[src/rtl/tdm_frame_pkg.sv]
// Shared helpers for the TDM frame transmitter.
// Assumes frame indices are small non-negative integers.
package tdm_frame_pkg;

    // Decide whether frame-sync is active at bit index fidx of a frame flen long.
    function automatic logic fs_window(input int fidx, input int flen,
                                       input int fs_len, input logic early);
        int rel;
        if (flen <= 0) return 1'b0;
        if (early) rel = (fidx == flen - 1) ? 0 : fidx + 1;
        else       rel = fidx;
        return (rel < fs_len);
    endfunction

endpackage

[src/rtl/tdm_frame_timer.sv]
// Frame position counter and frame-sync generator.
// Holds the slot and bit index of the bit currently on the line. It moves
// one bit per bclk_en cycle and re-aligns to an external sync edge in slave
// mode. Assumes cfg_slots >= 1, cfg_slot_w >= 1 and config stable outside reset.
module tdm_frame_timer #(
    parameter int MAX_SLOTS = 8,
    parameter int SLOT_MAX  = 32,
    localparam int SIW = $clog2(MAX_SLOTS),
    localparam int CNW = $clog2(MAX_SLOTS + 1),
    localparam int BIW = $clog2(SLOT_MAX),
    localparam int SWW = $clog2(SLOT_MAX + 1)
) (
    input  logic           clk,
    input  logic           rst_n,
    input  logic           bclk_en,
    input  logic [CNW-1:0] cfg_slots,
    input  logic [SWW-1:0] cfg_slot_w,
    input  logic           cfg_fs_word,
    input  logic           cfg_fs_early,
    input  logic           cfg_fs_inv,
    input  logic           cfg_slave,
    input  logic           fs_in,
    output logic           started,
    output logic [SIW-1:0] slot_cnt,
    output logic [BIW-1:0] bit_cnt,
    output logic [SIW-1:0] next_slot,
    output logic           slot_start,
    output logic           resync,
    output logic           fs_out
);
    import tdm_frame_pkg::*;

    logic           started_q, act_prev_q;
    logic [SIW-1:0] slot_q, nxt_slot;
    logic [BIW-1:0] bit_q, nxt_bit;
    logic           act_now, last_bit, last_pos_slot;
    int             fidx, flen, fslen;

    assign act_now       = fs_in ^ cfg_fs_inv;
    assign resync        = cfg_slave && act_now && !act_prev_q;
    assign last_bit      = int'(bit_q) == int'(cfg_slot_w) - 1;
    assign last_pos_slot = int'(slot_q) == int'(cfg_slots) - 1;

    // Work out the position of the bit that starts on the next tick.
    always_comb begin
        nxt_slot = slot_q;
        nxt_bit  = bit_q + 1'b1;
        if (resync) begin
            if (cfg_fs_early) begin
                nxt_slot = SIW'(int'(cfg_slots) - 1);
                nxt_bit  = BIW'(int'(cfg_slot_w) - 1);
            end else begin
                nxt_slot = '0;
                nxt_bit  = '0;
            end
        end else if (!started_q) begin
            nxt_slot = '0;
            nxt_bit  = '0;
        end else if (last_bit) begin
            nxt_bit  = '0;
            nxt_slot = last_pos_slot ? '0 : slot_q + 1'b1;
        end
    end

    // Register the position and the previous sampled sync level on each tick.
    always_ff @(posedge clk) begin
        if (!rst_n) begin
            started_q  <= 1'b0;
            act_prev_q <= 1'b0;
            slot_q     <= '0;
            bit_q      <= '0;
        end else if (bclk_en) begin
            started_q  <= 1'b1;
            act_prev_q <= act_now;
            slot_q     <= nxt_slot;
            bit_q      <= nxt_bit;
        end
    end

    // Frame index, frame length and sync length for the sync window.
    always_comb begin
        fidx  = int'(slot_q) * int'(cfg_slot_w) + int'(bit_q);
        flen  = int'(cfg_slots) * int'(cfg_slot_w);
        fslen = cfg_fs_word ? int'(cfg_slot_w) : 1;
    end

    assign fs_out     = (started_q && !cfg_slave && fs_window(fidx, flen, fslen, cfg_fs_early))
                        ^ cfg_fs_inv;
    assign started    = started_q;
    assign slot_cnt   = slot_q;
    assign bit_cnt    = bit_q;
    assign next_slot  = nxt_slot;
    assign slot_start = (nxt_bit == '0);


    hold_between_ticks_chk: assert property (@(posedge clk) disable iff (!rst_n)
        !bclk_en |=> ($stable(bit_q) && $stable(slot_q)));


    bit_wrap_chk: assert property (@(posedge clk) disable iff (!rst_n)
        (started_q && bclk_en && !resync && last_bit) |=> (bit_q == '0));

endmodule

[src/rtl/tdm_slot_serializer.sv]
// Holds the sample for the current slot and picks the bit for the line.
// The slot is sent MSB first, with the sample packed at the start or at the
// end of the slot and zeros elsewhere. Assumes cfg_word_w <= cfg_slot_w.
module tdm_slot_serializer #(
    parameter int SLOT_MAX = 32,
    parameter int WORD_MAX = 24,
    localparam int BIW = $clog2(SLOT_MAX),
    localparam int SWW = $clog2(SLOT_MAX + 1),
    localparam int WIW = $clog2(WORD_MAX),
    localparam int WWW = $clog2(WORD_MAX + 1)
) (
    input  logic                clk,
    input  logic                rst_n,
    input  logic                reload,
    input  logic                take,
    input  logic [WORD_MAX-1:0] in_data,
    input  logic [WWW-1:0]      cfg_word_w,
    input  logic [SWW-1:0]      cfg_slot_w,
    input  logic                cfg_right,
    input  logic [BIW-1:0]      bit_cnt,
    output logic                sdo
);
    logic [WORD_MAX-1:0] word_q;
    int                  idx;

    // Latch the new sample, or zeros for a skipped or starved slot.
    always_ff @(posedge clk) begin
        if (!rst_n)      word_q <= '0;
        else if (reload) word_q <= take ? in_data : '0;
    end

    // Map the bit position within the slot onto a sample bit index.
    always_comb begin
        idx = -1;
        if (!cfg_right) begin
            if (int'(bit_cnt) < int'(cfg_word_w))
                idx = int'(cfg_word_w) - 1 - int'(bit_cnt);
        end else if (int'(bit_cnt) >= int'(cfg_slot_w) - int'(cfg_word_w)) begin
            idx = int'(cfg_slot_w) - 1 - int'(bit_cnt);
        end
    end

    assign sdo = (idx >= 0 && idx < WORD_MAX) ? word_q[idx[WIW-1:0]] : 1'b0;

endmodule

[src/rtl/tdm_slot_flags.sv]
// Per-slot status: underrun for the current slot, last slot of the frame,
// and even-indexed enabled slot. Underrun is latched when a slot loads and
// holds for that slot.
module tdm_slot_flags #(
    parameter int MAX_SLOTS = 8,
    localparam int SIW = $clog2(MAX_SLOTS),
    localparam int CNW = $clog2(MAX_SLOTS + 1)
) (
    input  logic                 clk,
    input  logic                 rst_n,
    input  logic                 reload,
    input  logic                 starve,
    input  logic                 started,
    input  logic [SIW-1:0]       slot_cnt,
    input  logic [CNW-1:0]       cfg_slots,
    input  logic [MAX_SLOTS-1:0] cfg_slot_mask,
    output logic                 underrun,
    output logic                 last_slot,
    output logic                 even_slot
);
    logic under_q;

    // Capture whether the slot being loaded had no sample.
    always_ff @(posedge clk) begin
        if (!rst_n)      under_q <= 1'b0;
        else if (reload) under_q <= starve;
    end

    assign underrun  = under_q;
    assign last_slot = started && (int'(slot_cnt) == int'(cfg_slots) - 1);
    assign even_slot = started && !slot_cnt[0] && cfg_slot_mask[slot_cnt];

endmodule

[src/rtl/tdm_frame_tx.sv]
// TDM serial frame transmitter top. Joins the frame timer, the slot
// serializer and the slot flags, and runs the sample handshake. One bit
// moves per bclk_en cycle. Assumes config is stable outside reset.
module tdm_frame_tx #(
    parameter int MAX_SLOTS = 8,
    parameter int SLOT_MAX  = 32,
    parameter int WORD_MAX  = 24,
    localparam int SIW = $clog2(MAX_SLOTS),
    localparam int CNW = $clog2(MAX_SLOTS + 1),
    localparam int BIW = $clog2(SLOT_MAX),
    localparam int SWW = $clog2(SLOT_MAX + 1),
    localparam int WWW = $clog2(WORD_MAX + 1)
) (
    input  logic                 clk,
    input  logic                 rst_n,
    input  logic                 bclk_en,
    input  logic [CNW-1:0]       cfg_slots,
    input  logic [SWW-1:0]       cfg_slot_w,
    input  logic [WWW-1:0]       cfg_word_w,
    input  logic [MAX_SLOTS-1:0] cfg_slot_mask,
    input  logic                 cfg_fs_word,
    input  logic                 cfg_fs_early,
    input  logic                 cfg_fs_inv,
    input  logic                 cfg_right_align,
    input  logic                 cfg_slave,
    input  logic                 fs_in,
    input  logic [WORD_MAX-1:0]  in_data,
    input  logic                 in_valid,
    output logic                 in_ready,
    output logic                 sdo,
    output logic                 fs_out,
    output logic                 underrun,
    output logic                 last_slot,
    output logic                 even_slot
);
    logic           started, slot_start, resync;
    logic [SIW-1:0] slot_cnt, next_slot;
    logic [BIW-1:0] bit_cnt;
    logic           reload, take, starve;

    assign in_ready = rst_n && bclk_en && slot_start && cfg_slot_mask[next_slot];
    assign take     = in_ready && in_valid;
    assign starve   = in_ready && !in_valid;
    assign reload   = bclk_en && (slot_start || resync);

    tdm_frame_timer #(.MAX_SLOTS(MAX_SLOTS), .SLOT_MAX(SLOT_MAX)) u_timer (
        .clk(clk), .rst_n(rst_n), .bclk_en(bclk_en),
        .cfg_slots(cfg_slots), .cfg_slot_w(cfg_slot_w),
        .cfg_fs_word(cfg_fs_word), .cfg_fs_early(cfg_fs_early),
        .cfg_fs_inv(cfg_fs_inv), .cfg_slave(cfg_slave), .fs_in(fs_in),
        .started(started), .slot_cnt(slot_cnt), .bit_cnt(bit_cnt),
        .next_slot(next_slot), .slot_start(slot_start), .resync(resync),
        .fs_out(fs_out)
    );

    tdm_slot_serializer #(.SLOT_MAX(SLOT_MAX), .WORD_MAX(WORD_MAX)) u_ser (
        .clk(clk), .rst_n(rst_n), .reload(reload), .take(take),
        .in_data(in_data), .cfg_word_w(cfg_word_w), .cfg_slot_w(cfg_slot_w),
        .cfg_right(cfg_right_align), .bit_cnt(bit_cnt), .sdo(sdo)
    );

    tdm_slot_flags #(.MAX_SLOTS(MAX_SLOTS)) u_flags (
        .clk(clk), .rst_n(rst_n), .reload(reload), .starve(starve),
        .started(started), .slot_cnt(slot_cnt), .cfg_slots(cfg_slots),
        .cfg_slot_mask(cfg_slot_mask), .underrun(underrun),
        .last_slot(last_slot), .even_slot(even_slot)
    );


    masked_slot_quiet_chk: assert property (@(posedge clk) disable iff (!rst_n)
        (started && !cfg_slot_mask[slot_cnt]) |-> !sdo);


    starved_slot_zero_chk: assert property (@(posedge clk) disable iff (!rst_n)
        underrun |-> !sdo);


    slave_sync_idle_chk: assert property (@(posedge clk) disable iff (!rst_n)
        cfg_slave |-> (fs_out == cfg_fs_inv));

endmodule

[config.mk]
export PLATFORM = sky130hd
export DESIGN_NAME = tdm_frame_tx
export DESIGN_NICKNAME = d
export VERILOG_FILES = /design/src/rtl/tdm_frame_pkg.sv /design/src/rtl/tdm_frame_timer.sv /design/src/rtl/tdm_slot_serializer.sv /design/src/rtl/tdm_slot_flags.sv /design/src/rtl/tdm_frame_tx.sv
export SDC_FILE = /design/constraint.sdc
export NUM_CORES = 1
export LEC_CHECK = 0
export ABC_AREA = 1
export BUFFER_PORTS_ARGS = -buffer_cell sky130_fd_sc_hd__buf_2
export CAP_MARGIN = 40
export CORE_ASPECT_RATIO = 0.9
export CORE_MARGIN = 10
export CORE_UTILIZATION = 61
export DETAILED_ROUTE_END_ITERATION = 6
export GPL_TIMING_DRIVEN = 0
export MAX_ROUTING_LAYER = met4
export PLACE_DENSITY = 0.82
export SLEW_MARGIN = 20
export SYNTH_ARGS = -nofsm -noshare
export SYNTH_HDL_FRONTEND = slang
export SYNTH_SLANG_ARGS = --single-unit
[constraint.sdc]
create_clock -name clk -period 17.2 [get_ports clk]
set_input_delay 3.44 -clock clk [delete_from_list [all_inputs] [get_ports clk]]
set_output_delay 3.44 -clock clk [all_outputs]
set_load 0.05 [all_outputs]
==> Flow_metrics.wiki <==
{| class="wikitable"
! Metric !! Value
|-
| Largest vdd supply drop || 0.0000510 V
|-
| Sequential group share of total power || 21.1%
|-
| Sequential-to-total area share from yosys stat || 11.3%
|-
| Number of buffers created by CTS || 5
|-
| Final net count || 1194
|-
| Post-cts hold buffer count || 0
|-
| Static Leak || 3.66 nW
|-
| RSZ-0062 raised after global routing || false
|-
| Residual DRC || 0
|-
| Number of slew-limit violations in the final report || 0
|-
| Post-DP HPWL || 12.6 mm
|-
| Clk root buf || sky130_fd_sc_hd__clkbuf_16
|-
| Post-route clock skew || 0.00414 ns
|-
| Crit path time final || 12.77 ns
|-
| Final weighted congestion in routability-driven placement || 0.930
|-
| CTS tree || built
|-
| Pin count of the biggest net entering global routing || 12
|-
| Cell with the biggest individual delay on the critical path || sky130_fd_sc_hd__fa_1
|-
| Combinational cell fraction of total power || 56.0%
|-
| Category of the worst setup path capture point || output port
|-
| Synth unique cells || 60
|-
| Share of the synthesized area in the top cell type || 17.1%
|-
| GR Overflow Total || 0
|-
| Clk pin slew, worst setup/hold paths || 0.05 ns
|-
| Synth area leader || sky130_fd_sc_hd__nand2_1
|-
| CTS-repair resized insts || 0
|-
| Hold crit path type || register to register
|-
| Share of power burned in the clock network || 22.9%
|-
| H-Tree Level Count || 2
|-
| Setup TNS || 0 ns
|-
| Clock tree sinks || 35
|-
| Count of cells along the worst register-to-register path || 15
|-
| Design internal power || 0.228 mW
|-
| Initial Util || 63.1%
|-
| Number of I/O pins || 63
|-
| Average wire length per cell after detail routing || 13.2 microns
|-
| Initial antenna violation count || 0
|-
| Fraction of power spent switching nets || 44.6%
|-
| Global-route wire length before repair || 26.3 mm
|-
| Post-CTS repair timing setup buffer count || 0
|-
| Final-report hold violation count || 0
|-
| Post-route ant nets || 0
|-
| Warnings from Yosys || 0
|-
| Proportion of layout cells with a drive suffix above 1 || 13.1%
|-
| DRC marker count from the first detailed-route iteration || 594
|-
| Post-Synthesis Net Count || 1131
|-
| Total detailed-routing wirelength || 15.4 mm
|-
| Cell repeated most along the worst path || sky130_fd_sc_hd__nand3_1
|-
| Insertion delay of the later-clocked pin in the worst-skew pair || 0.28 ns
|-
| Area of the die || 14600 sq um
|-
| Run status || finished, final reports clean
|-
| Number of synthesized register bits || 35
|-
| Post-synth EDFFs || 0
|-
| Horiz. Die Dim || 126 microns
|-
| Setup slack of the critical path after layout || 4.43 ns
|-
| Post-route clock period utilization || 74.2%
|-
| Placeable Area || 9780 sq um
|-
| Critical path peak fanout || 10
|-
| Top achievable clock speed || 78.3 MHz
|-
| Critical path's largest stage delay || 0.54 ns
|-
| Detailed-router iteration count before antenna repair || 5
|-
| Launching instance or port of the critical path || cfg_slot_w[2]
|-
| Synthesized area divided by synthesized cell count || 6.32 sq um
|-
| Crit path launch type || input pin
|-
| Syn-to-layout area delta || 9.62%
|-
| Fraction of registers with async set/reset || 0%
|-
| Clk buf depth || 2
|-
| Number of instances in the placed design || 1160
|-
| Number of input and output port buffers inserted || 56
|-
| Vias in the first global route || 5800
|-
| Slew headroom || 58.2%
|-
| Hold path startpoint || u_ser.word_q[7]
|-
| Instance count of the mapped netlist || 978
|-
| Worst slew pin tran || 0.627 ns
|-
| Height of the die || 115 microns
|-
| Reg-to-reg startpoint || u_timer.bit_cnt[3]
|-
| Vias per std cell || 5.43
|-
| Leading post-synthesis cells by cell area || sky130_fd_sc_hd__nand2_1 17%, sky130_fd_sc_hd__ha_1 16%, sky130_fd_sc_hd__dfxtp_1 11%
|-
| Design Area, Final || 6770 sq um
|-
| Endpoint required time on the critical path || 13.76 ns
|-
| Setup-violating endpoint count in the final report || 0
|-
| Placement Setup Slack || 4.37 ns
|-
| Reported net switching power || 0.184 mW
|-
| CP arrival || 9.33 ns
|-
| Number of inserted diodes || 0
|-
| Worst Setup Path Type || input pin to output port
|-
| Max-capacitance violation count || 0
|-
| Synthesized cell area || 6180 sq um
|-
| Power density of the placed cells || 60.9 nW/um^2
|-
| Row cnt || 34
|-
| Gr usage total || 21.3%
|-
| Placed cell areas || 6620 sq um
|-
| Main flop type after synthesis || sky130_fd_sc_hd__dfxtp_1
|-
| Non-filler cells in the finished layout || 1168
|-
| Worst Hold Path Cells || 2
|-
| Total number of vias || 6342
|}
==> cell families (layout without fill, tap and decap cells) <==
logic type	after synthesis	in the layout	synth area share, %
flops	35	35	11.3
fa+ha+maj	96	96	21.5
xor+xnor	27	27	3.83
compound gates	127	127	12.6
simple gates	502	502	38.0
buf+inv	191	255	12.7
==> metal layers <==
layer  up-vias  global-route usage, %  share of wire [%]
li1       3312                      -                  -
met2       197                   32.9                 43
met5         -                      -                  0
met1      2818                   29.3                 49
met3        15                   3.61                6.9
met4         0                   2.50               0.64
==> area by class of cell <==
class                      instances  area (sq um)
timing repair buffer              56           280
clock buffer                       8           156
tap                              126           158
buffer                            31           183
inverter                         160           603
sequential                        35           701
fill                             915          3010
multi-input combinational        752          4690
==> per-stage QoR <==
stage | power, mW | hold WS, ns | util, %
6_report | 0.412 | 0.466 | 69.2
5_1_grt | 0.450 | 0.485 | 69.2
4_1_cts | 0.409 | 0.465 | 69.2
3_5_place_dp | 0.315 | 0.457 | 67.6
3_3_place_gp | 0.311 | 0.450 | 67.6
2_1_floorplan | 0.266 | 0.444 | -
==> synth_stat cells, drive strengths merged (5+ instances only) <==
| cell type | count |
|---|---|
| nor2 | 50 |
| nand3b | 8 |
| nand2 | 296 |
| ha | 79 |
| xor2 | 20 |
| xnor2 | 7 |
| buf | 21 |
| nand3 | 95 |
| fa | 17 |
| o21ai | 38 |
| dfxtp | 35 |
| or2 | 5 |
| clkbuf | 10 |
| a21oi | 66 |
| nand4 | 39 |
| nor3 | 5 |
| inv | 158 |
==> flip-flops by register name, summed over array words and instances, names as in the netlist <==
| register | cells |
|---|---|
| u_timer.bit_cnt | 5 |
| u_timer.slot_cnt | 3 |
| u_flags.underrun | 1 |
| u_ser.word_q | 24 |
| u_timer.act_prev_q | 1 |
| u_timer.started | 1 |
==> power by group through the flow <==
stage          Combinational, mW  Clock, mW  Sequential (mW)
2_1_floorplan              0.178          0           0.0877
4_1_cts                    0.228     0.0940           0.0868
3_3_place_gp               0.222          0           0.0885
5_1_grt                    0.265     0.0978           0.0871
6_report                   0.231     0.0945           0.0869
3_5_place_dp               0.226          0           0.0885
==> worst paths after layout <==
check	end	slack [ns]
setup / recovery	fs_out	4.43
hold reg to reg	u_ser.word_q[7]	0.47
hold / removal	u_ser.word_q[7]	0.47
setup reg to reg	u_ser.word_q[23]	14.39
==> layout by cell type (no fill, tap or decap), drive strengths merged <==
cell type  synthesis  routed
fa                17      17
nand3             95      95
a221oi             1       1
and2               1       1
o311a              1       1
clkinv             2       2
o211ai             3       3
inv              158     158
nand4             39      39
nor2              50      50
dfxtp             35      35
o21a               3       3
or3                1       1
nand3b             8       8
a21boi             1       1
clkbuf            10      18
buf               21      77
xnor2              7       7
nor3               5       5
nand2            296     296
o22ai              2       2
o32ai              1       1
or2                5       5
o21ai             38      38
o31ai              1       1
a31oi              3       3
a211oi             2       2
a21oi             66      66
a32o               1       1
o21bai             1       1
o41ai              1       1
nor4               2       2
a32oi              1       1
ha                79      79
xor2              20      20
a2111oi            1       1
==> critical path: cells and delay by family <==
kind            cells  cell delay (ns)
simple gates       18             1.92
compound gates      4             1.26
buf+inv             5             0.78
fa+ha+maj           5             1.90
Note: power is estimated with default switching activity, not from simulation.
